### src/rtl/dmc_pkg.sv
package dmc_pkg;

    localparam int ADDR_W    = 32;
    localparam int WORD_W    = 32;
    localparam int BLK_WORDS = 4;
    localparam int BLK_W     = WORD_W * BLK_WORDS;
    localparam int OFS_W     = 4;   // byte (2) + word-in-block (2)

    typedef enum logic [1:0] {
        ST_IDLE,
        ST_VICTIM,
        ST_REFILL
    } dmc_state_e;

    typedef struct packed {
        logic [ADDR_W-1:0] addr;
        logic [WORD_W-1:0] data;
    } wbuf_entry_t;

    function automatic logic [ADDR_W-1:0] block_base(input logic [ADDR_W-1:0] a);
        return {a[ADDR_W-1:OFS_W], {OFS_W{1'b0}}};
    endfunction

    function automatic logic [WORD_W-1:0] pick_word(input logic [BLK_W-1:0] blk,
                                                    input logic [1:0] w);
        return blk[w*WORD_W +: WORD_W];
    endfunction

    function automatic logic [BLK_W-1:0] merge_word(input logic [BLK_W-1:0] blk,
                                                    input logic [1:0] w,
                                                    input logic [WORD_W-1:0] d);
        logic [BLK_W-1:0] r;
        r = blk;
        r[w*WORD_W +: WORD_W] = d;
        return r;
    endfunction

endpackage

### src/rtl/dmc_line_store.sv
module dmc_line_store
    import dmc_pkg::*;
#(
    parameter int LINES = 16,
    parameter int IDX_W = 4,
    parameter int TAG_W = 24
) (
    input  logic             clk,
    input  logic             rst,
    input  logic [IDX_W-1:0] rd_idx,
    output logic             rd_valid,
    output logic             rd_dirty,
    output logic [TAG_W-1:0] rd_tag,
    output logic [BLK_W-1:0] rd_data,
    input  logic             wr_en,
    input  logic [IDX_W-1:0] wr_idx,
    input  logic [TAG_W-1:0] wr_tag,
    input  logic             wr_dirty,
    input  logic [BLK_W-1:0] wr_data
);

    logic [LINES-1:0] valid_q;
    logic [LINES-1:0] dirty_q;
    logic [TAG_W-1:0] tag_q  [LINES];
    logic [BLK_W-1:0] data_q [LINES];

    // Status bits carry reset; tag and data do not need it.
    always_ff @(posedge clk) begin
        if (rst) begin
            valid_q <= '0;
            dirty_q <= '0;
        end else if (wr_en) begin
            valid_q[wr_idx] <= 1'b1;
            dirty_q[wr_idx] <= wr_dirty;
        end
    end

    always_ff @(posedge clk) begin
        if (wr_en) begin
            tag_q[wr_idx]  <= wr_tag;
            data_q[wr_idx] <= wr_data;
        end
    end

    assign rd_valid = valid_q[rd_idx];
    assign rd_dirty = dirty_q[rd_idx];
    assign rd_tag   = tag_q[rd_idx];
    assign rd_data  = data_q[rd_idx];

endmodule

### src/rtl/dmc_wbuf.sv
module dmc_wbuf
    import dmc_pkg::*;
#(
    parameter int DEPTH = 4
) (
    input  logic        clk,
    input  logic        rst,
    input  logic        push,
    input  wbuf_entry_t push_ent,
    input  logic        pop,
    output wbuf_entry_t head,
    output logic        empty,
    output logic        full
);

    localparam int PTR_W = $clog2(DEPTH);
    localparam int CNT_W = PTR_W + 1;

    wbuf_entry_t      ent_q [DEPTH];
    logic [PTR_W-1:0] wr_ptr_q, rd_ptr_q;
    logic [CNT_W-1:0] cnt_q;

    always_ff @(posedge clk) begin
        if (rst) begin
            wr_ptr_q <= '0;
            rd_ptr_q <= '0;
            cnt_q    <= '0;
        end else begin
            if (push) wr_ptr_q <= wr_ptr_q + 1'b1;
            if (pop)  rd_ptr_q <= rd_ptr_q + 1'b1;
            cnt_q <= cnt_q + CNT_W'(push) - CNT_W'(pop);
        end
    end

    always_ff @(posedge clk) begin
        if (push) ent_q[wr_ptr_q] <= push_ent;
    end

    assign head  = ent_q[rd_ptr_q];
    assign empty = (cnt_q == '0);
    assign full  = (cnt_q == CNT_W'(DEPTH));

endmodule

### src/rtl/dmc_cache.sv
module dmc_cache
    import dmc_pkg::*;
#(
    parameter int LINES      = 16,
    parameter bit WRITE_BACK = 1'b1,
    parameter int WBUF_DEPTH = 4
) (
    input  logic              clk,
    input  logic              rst,
    input  logic              cpu_req,
    input  logic              cpu_we,
    input  logic [ADDR_W-1:0] cpu_addr,
    input  logic [WORD_W-1:0] cpu_wdata,
    output logic [WORD_W-1:0] cpu_rdata,
    output logic              cpu_stall,
    output logic              mem_req,
    output logic              mem_we,
    output logic              mem_word,
    output logic [ADDR_W-1:0] mem_addr,
    output logic [BLK_W-1:0]  mem_wdata,
    input  logic              mem_ack,
    input  logic [BLK_W-1:0]  mem_rdata
);

    localparam int IDX_W = $clog2(LINES);
    localparam int TAG_W = ADDR_W - IDX_W - OFS_W;

    dmc_state_e       state_q, state_d;
    logic [IDX_W-1:0] idx;
    logic [TAG_W-1:0] tag;
    logic [1:0]       wsel;
    logic             rd_valid, rd_dirty, hit, accept, refill_done;
    logic [TAG_W-1:0] rd_tag;
    logic [BLK_W-1:0] rd_data;
    logic             wr_en, wr_dirty;
    logic [BLK_W-1:0] wr_data;
    logic             wb_empty, wb_full;
    wbuf_entry_t      wb_head;

    wire unused_byte_bits = ^cpu_addr[1:0];

    assign wsel = cpu_addr[3:2];
    assign idx  = cpu_addr[OFS_W +: IDX_W];
    assign tag  = cpu_addr[ADDR_W-1 -: TAG_W];

    dmc_line_store #(.LINES(LINES), .IDX_W(IDX_W), .TAG_W(TAG_W)) i_lines (
        .clk      (clk),
        .rst      (rst),
        .rd_idx   (idx),
        .rd_valid (rd_valid),
        .rd_dirty (rd_dirty),
        .rd_tag   (rd_tag),
        .rd_data  (rd_data),
        .wr_en    (wr_en),
        .wr_idx   (idx),
        .wr_tag   (tag),
        .wr_dirty (wr_dirty),
        .wr_data  (wr_data)
    );

    assign hit       = rd_valid && (rd_tag == tag);
    assign cpu_rdata = pick_word(rd_data, wsel);

    always_comb begin
        if (state_q != ST_IDLE)
            cpu_stall = cpu_req;
        else if (WRITE_BACK)
            cpu_stall = cpu_req && !hit;
        else
            cpu_stall = cpu_req && (cpu_we ? wb_full : !hit);
    end

    assign accept      = cpu_req && !cpu_stall;
    assign refill_done = (state_q == ST_REFILL) && mem_ack;
    assign wr_en       = refill_done || (accept && cpu_we && hit);
    assign wr_data     = refill_done ? mem_rdata : merge_word(rd_data, wsel, cpu_wdata);
    assign wr_dirty    = !refill_done && WRITE_BACK;

    // Write buffer only exists for the write-through variant.
    generate
        if (!WRITE_BACK) begin : g_wt
            logic        wb_push, wb_pop;
            wbuf_entry_t wb_ent;
            assign wb_push     = accept && cpu_we;
            assign wb_pop      = (state_q == ST_IDLE) && mem_ack;
            assign wb_ent.addr = {cpu_addr[ADDR_W-1:2], 2'b00};
            assign wb_ent.data = cpu_wdata;
            dmc_wbuf #(.DEPTH(WBUF_DEPTH)) i_wbuf (
                .clk      (clk),
                .rst      (rst),
                .push     (wb_push),
                .push_ent (wb_ent),
                .pop      (wb_pop),
                .head     (wb_head),
                .empty    (wb_empty),
                .full     (wb_full)
            );
        end else begin : g_wb
            assign wb_empty = 1'b1;
            assign wb_full  = 1'b0;
            assign wb_head  = '0;
        end
    endgenerate

    always_comb begin
        state_d = state_q;
        case (state_q)
            ST_IDLE: begin
                if (cpu_req && !hit) begin
                    if (WRITE_BACK)
                        state_d = (rd_valid && rd_dirty) ? ST_VICTIM : ST_REFILL;
                    else if (!cpu_we && wb_empty)
                        state_d = ST_REFILL;
                end
            end
            ST_VICTIM: if (mem_ack) state_d = ST_REFILL;
            ST_REFILL: if (mem_ack) state_d = ST_IDLE;
            default:   state_d = ST_IDLE;
        endcase
    end

    always_ff @(posedge clk) begin
        if (rst) state_q <= ST_IDLE;
        else     state_q <= state_d;
    end

    always_comb begin
        case (state_q)
            ST_VICTIM: begin
                mem_req   = 1'b1;
                mem_we    = 1'b1;
                mem_word  = 1'b0;
                mem_addr  = {rd_tag, idx, {OFS_W{1'b0}}};
                mem_wdata = rd_data;
            end
            ST_REFILL: begin
                mem_req   = 1'b1;
                mem_we    = 1'b0;
                mem_word  = 1'b0;
                mem_addr  = block_base(cpu_addr);
                mem_wdata = '0;
            end
            default: begin
                mem_req   = !wb_empty;
                mem_we    = 1'b1;
                mem_word  = 1'b1;
                mem_addr  = wb_head.addr;
                mem_wdata = {{(BLK_W-WORD_W){1'b0}}, wb_head.data};
            end
        endcase
    end

endmodule

### config.mk
export PLATFORM = sky130hd
export DESIGN_NAME = dmc_cache
export DESIGN_NICKNAME = d
export VERILOG_FILES = /design/src/rtl/dmc_pkg.sv /design/src/rtl/dmc_line_store.sv /design/src/rtl/dmc_wbuf.sv /design/src/rtl/dmc_cache.sv
export SDC_FILE = /design/constraint.sdc
export NUM_CORES = 2
export LEC_CHECK = 0
export ABC_CLOCK_PERIOD_IN_PS = 31800
export BUFFER_PORTS_ARGS = -buffer_cell sky130_fd_sc_hd__buf_2
export CORE_MARGIN = 2
export CORE_UTILIZATION = 45
export CTS_CLUSTER_DIAMETER = 60
export DETAILED_ROUTE_END_ITERATION = 8
export HOLD_SLACK_MARGIN = 0.08
export PLACE_DENSITY_LB_ADDON = 0.15
export SLEW_MARGIN = 10
export SYNTH_ARGS = -nofsm -noshare
export SYNTH_HDL_FRONTEND = slang
export SYNTH_SLANG_ARGS = --single-unit
### constraint.sdc
create_clock -name clk -period 31.8 [get_ports clk]
set_input_delay 6.36 -clock clk [delete_from_list [all_inputs] [get_ports clk]]
set_output_delay 6.36 -clock clk [all_outputs]
set_load 0.1 [all_outputs]
==> out/metrics.cfg <==
[status]
status = finished clean

[die]
fp-row-count = 171
initial_core_util_pct = 45.2
die_area_um2 = 222000
core_area_um2 = 217000
die_h_um = 471
io_pins = 393
die_w_um = 471

[sta]
drv_slew = 0
fin_worst_skew_ns = 0.0436
worst_pin_slew_ns = 1.21
fin_setup_tns_ns = 0
rsz0062_at_grt = false
maxSlewHeadroom_pct = 19.2
final-hold-violation-count = 0
min_period_ns = 18.85
fin_crit_sh_pct = 59.3
fmax_mhz = 53.0
setup_viol = 0

[route]
post-route-drc-count = 0
routedWlPerCell_um = 37.0
drt_pass1_iterations = 6
first_iter_violations = 5823
vias = 50800
routed_via_density = 6.30
wl_um = 298000
ant_nets = 0

[yosys]
ys_seq_area_share_pct = 75.2
synth_area_um2 = 98100
yosys-top-cells-area = edfxtp_1 (74%), mux4_2 (17%), a221oi_1 (1.1%)
ys.flop_type = edfxtp_1
yosys.area.top_type_share_pct = 74.5
ys_warn_count = 0
synthCells = 4480
synth_edf_count = 2432
ys_async_sr_fraction_pct = 0
synth_cell_types = 59
yosys_register_bits = 2466
avgSynthCellArea_um2 = 21.9
synth_largest_area_cell = edfxtp_1

[setup_path]
slowest_delay_ns = 0.88
crit_path_end_kind = primary output
cpLargestDelayFamily = buffers and inverters
crit_required_ns = 25.44
cp_cell_sequence = buf_8 -> buf_4 -> buf_4 -> buf_4 -> buf_4 -> mux4_2 -> mux4_2 -> mux4_2 -> buf_2
timing_worst_setup_path_type = input pin to primary output
path_buf_inv = 6
cpMostUsedCell = buf_4
setup.worst_path.start_class = input pin
critPathMaxFanout = 67
critPathArrivalTime_ns = 12.49
cp_slowest_cell = buf_4

[clocking]
cts_buffer_depth = 4
cts_hold_buffers = 0
ctsResizeCount = 0
clock_latency_ns = 0.93
h-tree-depth = 5
cts_root_buf = clkbuf_16
cts_sinks = 2466
post_cts_buffers = 0
cts_buffers = 280
cts_tree = done
path_clk_slew_ns = 0.06

[cells_and_area]
drive_gt1_share_pct = 32.1
layout_commonest_cell = edfxtp_1
final_cell_mix = edfxtp_1 (2432), mux4_2 (751), buf_2 (382)
area_growth_syn_to_layout_pct = 14.4
fin_nets = 5192
layoutNonFillerInstCount = 8067

[power]
p_int_mw = 5.65
p_leak_nw = 36.3
p_per_area_nw_per_um2 = 65.4
p_clk_share_pct = 41.3
seqPwrFrac_pct = 50.4
switching_share_pct = 23.1
combinationalPowerShare_pct = 8.3
max-vdd-ir-drop_v = 0.0000505
switchingPower_mw = 1.69

[global_routing]
antenna_found_initial = 32
grt_pass1_vias = 50900
grt_pass1_wl_um = 409000
grt_use_total_pct = 26.8
grt_overflow = 0
grt_max_degree = 150

[placement]
io_buffers = 386
place_congestion = 0.868
dp.cells = 7559
dp_hpwl_um = 171000

[hold_path]
hold_class = flop to flop

[flow_run]
maxCapViolCount = 0

-- sequential cells by signal, indices dropped and copies added (netlist names) --
name,flops
i_lines.data_q,2048
i_lines.valid_q,16
i_lines.dirty_q,16
i_lines.tag_q,384
state_q,2
-- logic make-up (layout without fill, tap and decap cells) --
group,after synthesis,after routing,share of synthesized area [%]
compound gates,389,389,2.78
xor+xnor,24,24,0.214
fa+ha+maj,8,8,0.102
buf+inv,412,1103,1.80
flops,2466,2466,75.2
mux,832,832,18.1
other cells,1,43,0.00382
simple gates,348,348,1.84
-- worst reg2reg max path, delay by kind of cell (launching register included) --
kind	cells	cell delay [ns]
buffers and inverters	5	3.56
AO/OA/AOI/OAI	4	1.46
multiplexers	2	0.78
AND/OR/NAND/NOR	3	0.57
flip-flops	1	0.36
-- synth_stat cells, types with 24 or more instances --
cell      count
and2_1      136
dfxtp_1      34
nand2_1      39
buf_1        24
mux2i_1      66
mux4_2      751
a221oi_1    127
buf_2        65
a22oi_1      42
edfxtp_1   2432
nor2_1      103
clkbuf_1    161
a21oi_1     139
inv_1       133
-- power by group through the flow --
stage	sequential (mW)	combinational [mW]	clock, mW
4_1_cts	3.70	0.612	3.08
2_1_floorplan	3.77	0.366	0
6_report	3.70	0.611	3.03
5_1_grt	3.70	0.638	3.21
3_5_place_dp	3.77	0.612	0
3_3_place_gp	3.76	0.601	0
-- final timing paths --
check                            start                     end  slack, ns  depth (start not counted)
hold reg to reg    i_lines.valid_q[15]     i_lines.valid_q[15]       0.47                          2
hold / removal     i_lines.valid_q[15]     i_lines.valid_q[15]       0.47                          2
setup reg to reg  i_lines.tag_q[11][9]  i_lines.data_q[3][100]      24.68                         14
setup / recovery           cpu_addr[4]            cpu_rdata[2]      12.95                          9
-- final cells by class --
class,instances,area (um^2)
clock inverters,119,936
flip-flops and latches,2466,73700
clock buffers,350,7550
repair buffers,497,2940
multi-input cells,1605,22900
fillers,17100,105000
diodes,39,97.6
inverters,137,514
well taps,2854,3570
-- per-layer routing --
metal	vias to the layer above	global-route usage, %	share of wire, %
li1	20000	-	-
met1	28000	35.3	38
met2	2267	43.7	50
met3	521	4.17	6.8
met4	8	13.0	5.1
met5	-	0	0.017
-- through the flow --
| step | power, mW | worst slack, ns | hold slack [ns] | instance area, um^2 | utilization (%) |
|---|---|---|---|---|---|
| after floorplan | 4.13 | 15.20 | 0.435 | 98100 | - |
| after global placement | 4.36 | 12.66 | 0.450 | 104000 | 47.7 |
| after detailed placement | 4.38 | 12.72 | 0.457 | 104000 | 47.7 |
| after CTS | 7.39 | 12.71 | 0.472 | 112000 | 51.7 |
| after global routing | 7.54 | 12.39 | 0.494 | 112000 | 51.7 |
| final | 7.34 | 12.95 | 0.467 | 112000 | 51.7 |
No activity file was read; power rests on OpenSTA's default activity.
